**src/rtl/txh_pkg.sv**
```systemverilog
`timescale 1ns/1ps
package txh_pkg;

    typedef enum logic [1:0] {
        ST_IDLE = 2'd0,
        ST_ACK  = 2'd1,
        ST_SEND = 2'd2
    } txh_state_e;

    typedef struct packed {
        txh_state_e state;
        logic       ack;
        logic       abort;
        logic       fend;
    } txh_fsm_t;

endpackage

```
**src/rtl/txh_gap_timer.sv**
```systemverilog
`timescale 1ns/1ps
module txh_gap_timer #(
    parameter int IFG_BYTES = 12
) (
    input  logic clk,
    input  logic rst_n,
    input  logic restart_i,
    output logic open_o
);
    localparam int CNT_W = $clog2(IFG_BYTES + 1);
    localparam logic [CNT_W-1:0] CNT_FULL = CNT_W'(IFG_BYTES);

    logic [CNT_W-1:0] cnt_d, cnt_q;

    always_comb begin
        cnt_d = cnt_q;
        if (restart_i) begin
            cnt_d = '0;
        end else if (cnt_q != CNT_FULL) begin
            cnt_d = cnt_q + 1'b1;
        end
    end

    always_ff @(posedge clk) begin
        if (!rst_n) begin
            cnt_q <= CNT_FULL;
        end else begin
            cnt_q <= cnt_d;
        end
    end

    assign open_o = (cnt_q == CNT_FULL);

endmodule

```
**src/rtl/txh_fsm.sv**
```systemverilog
`timescale 1ns/1ps
module txh_fsm
    import txh_pkg::*;
(
    input  logic clk,
    input  logic rst_n,
    input  logic sop_i,
    input  logic dv_i,
    input  logic end_is_abort_i,
    input  logic gap_open_i,
    output logic ack_o,
    output logic abort_o,
    output logic fend_o,
    output logic take_o,
    output logic restart_o
);
    txh_fsm_t fsm_d, fsm_q;

    always_comb begin
        fsm_d       = fsm_q;
        fsm_d.ack   = 1'b0;
        fsm_d.abort = 1'b0;
        fsm_d.fend  = 1'b0;
        take_o      = 1'b0;
        restart_o   = 1'b0;
        unique case (fsm_q.state)
            ST_IDLE: begin
                if (sop_i && gap_open_i) begin
                    fsm_d.state = ST_ACK;
                    fsm_d.ack   = 1'b1;
                end
            end
            ST_ACK: begin
                if (dv_i) begin
                    take_o      = 1'b1;
                    fsm_d.state = ST_SEND;
                end else begin
                    fsm_d.abort = 1'b1;
                    restart_o   = 1'b1;
                    fsm_d.state = ST_IDLE;
                end
            end
            ST_SEND: begin
                if (dv_i) begin
                    take_o = 1'b1;
                end else begin
                    restart_o   = 1'b1;
                    fsm_d.state = ST_IDLE;
                    if (end_is_abort_i) begin
                        fsm_d.abort = 1'b1;
                    end else begin
                        fsm_d.fend = 1'b1;
                    end
                end
            end
            default: begin
                fsm_d.state = ST_IDLE;
            end
        endcase
    end

    always_ff @(posedge clk) begin
        if (!rst_n) begin
            fsm_q.state <= ST_IDLE;
            fsm_q.ack   <= 1'b0;
            fsm_q.abort <= 1'b0;
            fsm_q.fend  <= 1'b0;
        end else begin
            fsm_q <= fsm_d;
        end
    end

    assign ack_o   = fsm_q.ack;
    assign abort_o = fsm_q.abort;
    assign fend_o  = fsm_q.fend;

endmodule

```
**src/rtl/txh_byte_pipe.sv**
```systemverilog
`timescale 1ns/1ps
module txh_byte_pipe #(
    parameter int DATA_W = 8
) (
    input  logic              clk,
    input  logic              rst_n,
    input  logic              take_i,
    input  logic [DATA_W-1:0] byte_i,
    output logic [DATA_W-1:0] byte_o,
    output logic              vld_o
);
    typedef struct packed {
        logic              vld;
        logic [DATA_W-1:0] data;
    } pipe_t;

    pipe_t pipe_d, pipe_q;

    always_comb begin
        pipe_d.vld  = take_i;
        pipe_d.data = take_i ? byte_i : pipe_q.data;
    end

    always_ff @(posedge clk) begin
        if (!rst_n) begin
            pipe_q <= '0;
        end else begin
            pipe_q <= pipe_d;
        end
    end

    assign byte_o = pipe_q.data;
    assign vld_o  = pipe_q.vld;

endmodule

```
**src/rtl/txh_ctrl.sv**
```systemverilog
`timescale 1ns/1ps
module txh_ctrl #(
    parameter int DATA_W    = 8,
    parameter int IFG_BYTES = 12
) (
    input  logic              clk,
    input  logic              rst_n,
    input  logic              tx_sop_i,
    input  logic              tx_dv_i,
    input  logic [DATA_W-1:0] tx_byte_i,
    input  logic              end_is_abort_i,
    output logic              tx_ack_o,
    output logic              tx_abort_o,
    output logic [DATA_W-1:0] fwd_byte_o,
    output logic              fwd_vld_o,
    output logic              fwd_end_o,
    output logic              gap_ok_o
);
    logic take, restart, gap_open;

    txh_gap_timer #(.IFG_BYTES(IFG_BYTES)) u_gap (
        .clk       (clk),
        .rst_n     (rst_n),
        .restart_i (restart),
        .open_o    (gap_open)
    );

    txh_fsm u_fsm (
        .clk            (clk),
        .rst_n          (rst_n),
        .sop_i          (tx_sop_i),
        .dv_i           (tx_dv_i),
        .end_is_abort_i (end_is_abort_i),
        .gap_open_i     (gap_open),
        .ack_o          (tx_ack_o),
        .abort_o        (tx_abort_o),
        .fend_o         (fwd_end_o),
        .take_o         (take),
        .restart_o      (restart)
    );

    txh_byte_pipe #(.DATA_W(DATA_W)) u_pipe (
        .clk    (clk),
        .rst_n  (rst_n),
        .take_i (take),
        .byte_i (tx_byte_i),
        .byte_o (fwd_byte_o),
        .vld_o  (fwd_vld_o)
    );

    assign gap_ok_o = gap_open;

endmodule

```
**config.mk**
```make
export PLATFORM = sky130hd
export DESIGN_NAME = txh_ctrl
export DESIGN_NICKNAME = d
export VERILOG_FILES = /design/src/rtl/txh_pkg.sv /design/src/rtl/txh_gap_timer.sv /design/src/rtl/txh_fsm.sv /design/src/rtl/txh_byte_pipe.sv /design/src/rtl/txh_ctrl.sv
export SDC_FILE = /design/constraint.sdc
export NUM_CORES = 1
export LEC_CHECK = 0
export BUFFER_PORTS_ARGS = -buffer_cell sky130_fd_sc_hd__buf_4
export CORE_UTILIZATION = 42
export DETAILED_ROUTE_END_ITERATION = 8
export GPL_TIMING_DRIVEN = 1
export PLACE_DENSITY = 0.81
export SLEW_MARGIN = 25
export SYNTH_ARGS = -nofsm -noshare
export SYNTH_HDL_FRONTEND = slang
export SYNTH_SLANG_ARGS = --single-unit
```
**constraint.sdc**
```tcl
create_clock -name clk -period 1.2 [get_ports clk]
set_input_delay 0.12 -clock clk [delete_from_list [all_inputs] [get_ports clk]]
set_output_delay 0.12 -clock clk [all_outputs]
set_load 0.01 [all_outputs]
```
==> flow_metrics.env, run 1 <==
export IMPL_cp_arrival_ns=1.15
export IMPL_fmax_ghz=0.788
export IMPL_timing_final_crit_share_pct=106
export IMPL_slew_viol_final=0
export IMPL_grt_setup_unrepaired="true"
export IMPL_synth_most_common_cell="dfxtp_1"
export IMPL_synth_seq_cells=18
export IMPL_place_port_buffers=25
export IMPL_grtUsageTotal_pct=19.6
export IMPL_hold_path_startpoint="tx_byte_i[2]"
export IMPL_place_congestion=0.764
export IMPL_clkSlewWorstSetupHoldPaths_ns=0.11
export IMPL_top_level_ports=26
export IMPL_whs_ns=0.0671
export IMPL_synth_area_top_cells="dfxtp_1 47%, ha_1 8.2%, nand2_1 6.9%, a21oi_1 6.6%, nand3_1 6.6%"
export IMPL_cts_sinks=18
export IMPL_cts_root_buf="clkbuf_4"
export IMPL_synth_area_um2=762
export IMPL_drc=0
export IMPL_cp_startpoint="u_gap.cnt_q[0]"
export IMPL_drive_gt1_share_pct=46.0
export IMPL_grt_pass1_wl_um=2900
export IMPL_synth_edf_count=0
export IMPL_cp_end_kind="output port"
export IMPL_die_area_mm2=0.00199
export IMPL_finalWirelength_um=1880
export IMPL_fp_dieW_um=44.6
export IMPL_min_path_type="primary input to register"
export IMPL_yosys_area_top_type="dfxtp_1"
export IMPL_drt_iter0_markers=17
export IMPL_ctsLongestPathBuffers=2
export IMPL_grt_overflow=0
export IMPL_rows=15
export IMPL_vias_per_cell=5.03
export IMPL_p_leak_nw=0.515
export IMPL_grt_max_degree=16
export IMPL_fp_coreArea_mm2=0.00171
export IMPL_cts_tree="done"
export IMPL_ir_drop_mv=1.28
export IMPL_start_util_pct=44.6
export IMPL_nets=145
export IMPL_power_density_mw_per_mm2=1910
export IMPL_ant_nets=0
export IMPL_period_minus_slack_ns=1.27
export IMPL_timing_rr_start="u_gap.cnt_q[0]"
export IMPL_multi_input_area_um2=432
export IMPL_netlist_instances=87
export IMPL_violations="setup timing"
export IMPL_firstDrtPassIters=4
export IMPL_cts_buffers=3
export IMPL_antenna_cells=0
export IMPL_wire_per_inst_um=12.5
export IMPL_post_place_ws_ns=-0.0238
export IMPL_synth_cell_type_count=24
export IMPL_relSlewSlack_pct=69.3
export IMPL_setup_violations=4
export IMPL_ys_top_cells_by_count="18 x dfxtp_1, 14 x nand2_1, 10 x a21oi_1, 10 x nand3_1"
export IMPL_htreeDepth=1
export IMPL_critPathMaxFanout=3
export IMPL_async_reset_ff_share_pct=0
export IMPL_synthDominantCellAreaShare_pct=47.3
export IMPL_fin_ws_ns=-0.0690
export IMPL_clock_skew_ns=0.00374
export IMPL_seqCellArea_um2=365
export IMPL_crit_path_start_kind="register"
export IMPL_antenna_found_initial=0
export IMPL_area_delta_synth_final_pct=56.0
export IMPL_crit_required_ns=1.08
export IMPL_final_hold_violation_count=0
export IMPL_clkLatencyLatePin_ns=0.30
export IMPL_num_vias=759
export IMPL_seq_area_frac_synth_pct=47.3
export IMPL_syn_avg_cell_area_um2=8.76
export IMPL_die_height_um=44.6
export IMPL_tightestPinTransition_ns=0.460
export IMPL_status="finished with violations"
export IMPL_fin_util_pct=69.6
export IMPL_dp_hpwl_um=1210
export IMPL_critical_path_class="register to output port"
export IMPL_max_cap_viol_count=0
export IMPL_fill_cells=143
export IMPL_synth_nets=105
export IMPL_ys_flop_type="dfxtp_1"
export IMPL_yosysWarnings=0
export IMPL_grt_pass1_vias=707
==> placed cells by master (no fill, tap or decap), drive strengths merged <==
cell type | netlist | layout
buf | 4 | 37
dfxtp | 18 | 18
nand2 | 14 | 14
nand3 | 10 | 10
a21oi | 10 | 10
inv | 5 | 5
ha | 5 | 5
nor2 | 4 | 4
clkbuf | 0 | 4
a31oi | 3 | 3
nor3 | 2 | 2
dlygate4sd3 | 0 | 2
and3 | 1 | 1
nand4 | 1 | 1
nand2b | 1 | 1
mux2i | 1 | 1
nor2b | 1 | 1
a41oi | 1 | 1
a21o | 1 | 1
xor2 | 1 | 1
o21ai | 1 | 1
a211o | 1 | 1
xnor2 | 1 | 1
nor4b | 1 | 1
==> flip-flops by register name, summed over array words and instances (netlist names) <==
signal / flops
u_gap.cnt_q: 4
u_pipe.byte_o: 8
u_pipe.vld_o: 1
u_fsm.fsm_q: 2
u_fsm.abort_o: 1
u_fsm.fend_o: 1
u_fsm.ack_o: 1
==> through the flow <==
| stage | cell area [um2] | instances | power [mW] | TNS [ns] |
|---|---|---|---|---|
| 3_5_place_dp | 1010 | 139 | 1.55 | -0.0238 |
| 4_1_cts | 1110 | 147 | 2.11 | -0.0605 |
| 3_3_place_gp | 1010 | 139 | 1.51 | 0 |
| 5_1_grt | 1190 | 151 | 2.41 | -0.335 |
| 2_1_floorplan | 772 | 87 | 1.28 | 0 |
| 6_report | 1190 | 151 | 2.27 | -0.139 |
==> final timing paths <==
| kind | to | slack [ns] | cells after the start |
|---|---|---|---|
| hold / removal | u_pipe.byte_o[2] | 0.07 | 3 |
| hold reg to reg | u_pipe.byte_o[7] | 0.46 | 2 |
| setup reg to reg | u_gap.cnt_q[1] | -0.04 | 6 |
| setup / recovery | gap_ok_o | -0.07 | 4 |
==> worst max-delay path, stage by stage (launching register included) <==
cell     delay [ns]
dfxtp_2        0.35
inv_2          0.05
ha_4           0.16
and3_4         0.18
buf_6          0.11
==> kinds of logic after synthesis <==
group / synth area share [%]
AOI/OAI and AO/OA: 13.0
buffers and inverters: 5.75
muxes: 1.31
adders and majority gates: 8.21
xor gates and xnor gates: 2.30
DFF: 47.3
and+or+nand+nor: 22.2
==> repair_timing <==
action                                 in CTS  in global routing
setup buffers                               3                  3
pin swaps                                   2                  5
hold buffers                                1                  1
setup endpoints to repair                  11                 16
gates cloned                                0                  0
endpoints found under the hold margin       1                  1
resized for setup                           7                 10
==> per-layer routing <==
layer / part of all wire (%) / track usage (%) / wire length (um)
met5: 0 / 0 / 0
met3: 6.0 / 3.67 / 113
met4: 2.0 / 10.9 / 38
met2: 51 / 33.2 / 959
met1: 41 / 23.2 / 771
==> where the power goes <==
group | internal, mW | switching [mW]
sequential | 0.702 | 0.0636
combinational | 0.619 | 0.509
clock | 0.185 | 0.196
==> area by class of cell <==
| type | instances | share of cell area (%) |
|---|---|---|
| inverters | 5 | 1.58 |
| well taps | 25 | 2.63 |
| flip-flops and latches | 18 | 30.7 |
| multi-input cells | 60 | 36.3 |
| clock buffers | 4 | 3.05 |
| repair buffers | 39 | 25.7 |
No activity file was read; power rests on OpenSTA's default activity.
==> run 2, diff against run 1 <==
--- a/config.mk
+++ b/config.mk
@@ -5,6 +5,7 @@
 export SDC_FILE = /design/constraint.sdc
 export NUM_CORES = 1
 export LEC_CHECK = 0
+export ABC_AREA = 1
 export BUFFER_PORTS_ARGS = -buffer_cell sky130_fd_sc_hd__buf_4
 export CORE_UTILIZATION = 42
 export DETAILED_ROUTE_END_ITERATION = 8
==> run 2 against run 1 <==
Against the previous run:
- the flow still finishes with violations (setup timing)
- sequential power rose by 22%
- non-clock buffer count did not move
- routed wire length rose by 3.2%
- cell area fell by 1.4%
- first-iteration DRC count rose by 29%
- critical path type unchanged
- worst setup slack improved by 0.027 ns
- final cell count rose by 6.0%
==> flow_metrics.env, run 2 <==
export IMPL_status="finished with violations"
export IMPL_violations="setup timing"
export IMPL_post_place_ws_ns=-0.0474
export IMPL_cts_buffers=3
export IMPL_grt_max_degree=15
export IMPL_fin_ws_ns=-0.0417
export IMPL_grt_setup_unrepaired="true"
export IMPL_relSlewSlack_pct=85.1
export IMPL_synth_most_common_cell="nor2_1"
export IMPL_cpPeakStageDelay_ns=0.36
export IMPL_place_port_buffers=25
export IMPL_period_minus_slack_ns=1.24
export IMPL_cts_tree="done"
export IMPL_crit_required_ns=1.08
export IMPL_antenna_found_initial=0
export IMPL_grt_overflow=0
export IMPL_largest_reg_flops=8
export IMPL_max_cap_viol_count=0
export IMPL_nets=156
export IMPL_layout_cells_most_common="buf_4"
export IMPL_slew_viol_final=0
export IMPL_cpLargestDelayFamily="flip-flops"
export IMPL_worst_path_max_delay_cell="dfxtp_2"
export IMPL_rows=14
export IMPL_wl_met2_um=1060
export IMPL_synthDominantCellAreaShare_pct=47.7
export IMPL_tightestPinTransition_ns=0.224
export IMPL_synth_area_top_cells="dfxtp_1 48%, nor2_1 9.4%, ha_1 8.3%, o21ai_1 6.6%, nand2_1 5.0%"
export IMPL_ant_nets=0
export IMPL_async_reset_ff_share_pct=0
export IMPL_fill_cells=123
export IMPL_firstDrtPassIters=4
export IMPL_worst_path_buf_inv=3
export IMPL_drc=0
export IMPL_setup_violations=3
export IMPL_routed_top_layer="met4"
export IMPL_critPathMaxFanout=2
export IMPL_vias_per_cell=4.99
export IMPL_critical_path_class="register to output port"
export IMPL_top_level_ports=26
export IMPL_start_util_pct=47.4
export IMPL_rrSetupSlack_ns=-0.04
export IMPL_die_area_mm2=0.00197
export IMPL_clkSlewWorstSetupHoldPaths_ns=0.10
export IMPL_dp_hpwl_um=1220
export IMPL_place_congestion=0.887
export IMPL_timing_final_crit_share_pct=103
export IMPL_p_leak_nw=0.553
export IMPL_htreeDepth=1
export IMPL_grtUsageTotal_pct=21.9
export IMPL_num_vias=798
export IMPL_multi_input_area_um2=400
export IMPL_power_density_mw_per_mm2=2630
export IMPL_synth_edf_count=0
export IMPL_drt_iter0_markers=22
export IMPL_crit_chain="inv_2 > ha_4 > nand3_4 > clkinv_4 > buf_6"
export IMPL_ys_flop_type="dfxtp_1"
export IMPL_synth_nets=112
export IMPL_path_depth=5
export IMPL_dr_wl_met3_um=119
export IMPL_seqCellArea_um2=365
export IMPL_wire_per_inst_um=12.2
export IMPL_min_path_type="primary input to register"
export IMPL_fp_coreArea_mm2=0.00159
export IMPL_syn_avg_cell_area_um2=8.04
export IMPL_area_delta_synth_final_pct=55.1
export IMPL_drive_gt1_share_pct=47.8
export IMPL_cp_arrival_ns=1.12
export IMPL_r2r_cells=7
export IMPL_timing_rr_start="u_gap.cnt_q[0]"
export IMPL_drt_met1_wl_um=735
export IMPL_die_height_um=44.4
export IMPL_yosys_area_top_type="dfxtp_1"
export IMPL_critPathCapture="gap_ok_o"
export IMPL_synth_area_um2=756
export IMPL_yosysWarnings=0
export IMPL_setup_tns_ns=-0.0914
export IMPL_ctsLongestPathBuffers=2
export IMPL_cp_end_kind="output port"
export IMPL_fmax_ghz=0.805
export IMPL_cp_startpoint="u_gap.cnt_q[0]"
export IMPL_p_total_mw=3.08
export IMPL_cts_sinks=18
export IMPL_worstReg2RegEnd="u_fsm.fsm_q[4]"
export IMPL_final_hold_violation_count=0
export IMPL_mostFrequentLayoutCells="36 x buf_4, 19 x nor2_1, 14 x dfxtp_1, 9 x nand2_1, 9 x o21ai_1"
export IMPL_fp_dieW_um=44.4
export IMPL_ir_drop_mv=1.30
export IMPL_ys_top_cells_by_count="19 x nor2_1, 18 x dfxtp_1, 10 x nand2_1, 10 x o21ai_1, 9 x inv_1"
export IMPL_crit_path_start_kind="register"
export IMPL_clkLatencyLatePin_ns=0.30
export IMPL_seq_area_frac_synth_pct=47.7
export IMPL_cts_root_buf="clkbuf_4"
export IMPL_grt_pass1_vias=773
export IMPL_synth_seq_cells=18
export IMPL_clock_skew_ns=0.00529
export IMPL_netlist_instances=94
export IMPL_synth_cell_type_count=19
export IMPL_finalWirelength_um=1940
export IMPL_antenna_cells=0
export IMPL_grt_pass1_wl_um=3050
run 2: worst register-to-register path: cells and delay by family (launching register included):
family	cells	cell delay (ns)
adders and majority gates	1	0.16
buffers and inverters	2	0.16
AOI/OAI and AO/OA	1	0.15
and+or+nand+nor	3	0.31
DFF	1	0.36
run 2: cell families after synthesis:
family	synth area share, %
AOI/OAI and AO/OA	11.9
xor gates and xnor gates	1.16
adders and majority gates	8.28
buffers and inverters	6.95
DFF	47.7
and+or+nand+nor	24.0
run 2: where the power goes:
group          switching [mW]  internal (mW)  total (mW)
clock                   0.187          0.117       0.304
sequential              0.133          0.799       0.932
combinational           0.905          0.941        1.85
run 2: final cells by class:
| cell class | instances | share of cell area, % |
|---|---|---|
| clock buffers | 3 | 1.92 |
| inverters | 11 | 4.38 |
| multi-input cells | 65 | 34.2 |
| flip-flops and latches | 18 | 31.2 |
| well taps | 24 | 2.56 |
| repair buffers | 39 | 25.8 |
run 2: worst min-delay path by stage:
stage | cells after the start | slack [ns] | end | from
finish | 3 | 0.05 | u_pipe.byte_o[3] | tx_byte_i[3]
global route | 3 | 0.05 | u_pipe.byte_o[4] | tx_byte_i[4]
CTS | 3 | 0.05 | u_pipe.byte_o[2] | tx_byte_i[2]
detailed placement | 2 | 0.29 | u_fsm.fend_o | end_is_abort_i
global placement | 2 | 0.29 | u_fsm.fend_o | end_is_abort_i
floorplan | 1 | 0.20 | u_fsm.fend_o | end_is_abort_i
run 2: metrics by stage:
step / hold slack (ns) / utilization, % / instance area, um2 / cells
floorplan: 0.196 / - / 756 / 94
global placement: 0.293 / 63.1 / 1010 / 147
detailed placement: 0.294 / 63.1 / 1010 / 147
CTS: 0.0520 / 70.7 / 1130 / 157
global route: 0.0543 / 73.5 / 1170 / 160
finish: 0.0470 / 73.5 / 1170 / 160
run 2: per-layer routing:
layer  up-vias  track usage [%]
li1        387                -
met2        34             42.6
met5         -                0
met3         4             6.12
met4         0             8.48
met1       373             21.2
run 2: what timing repair did:
item | CTS | global route
gates resized for setup | 13 | 11
hold buffers | 1 | 0
gates cloned | 1 | 0
pin swaps | 4 | 4
endpoints found under the hold margin | 1 | 0
setup endpoints to repair | 14 | 12
setup buffers | 5 | 3
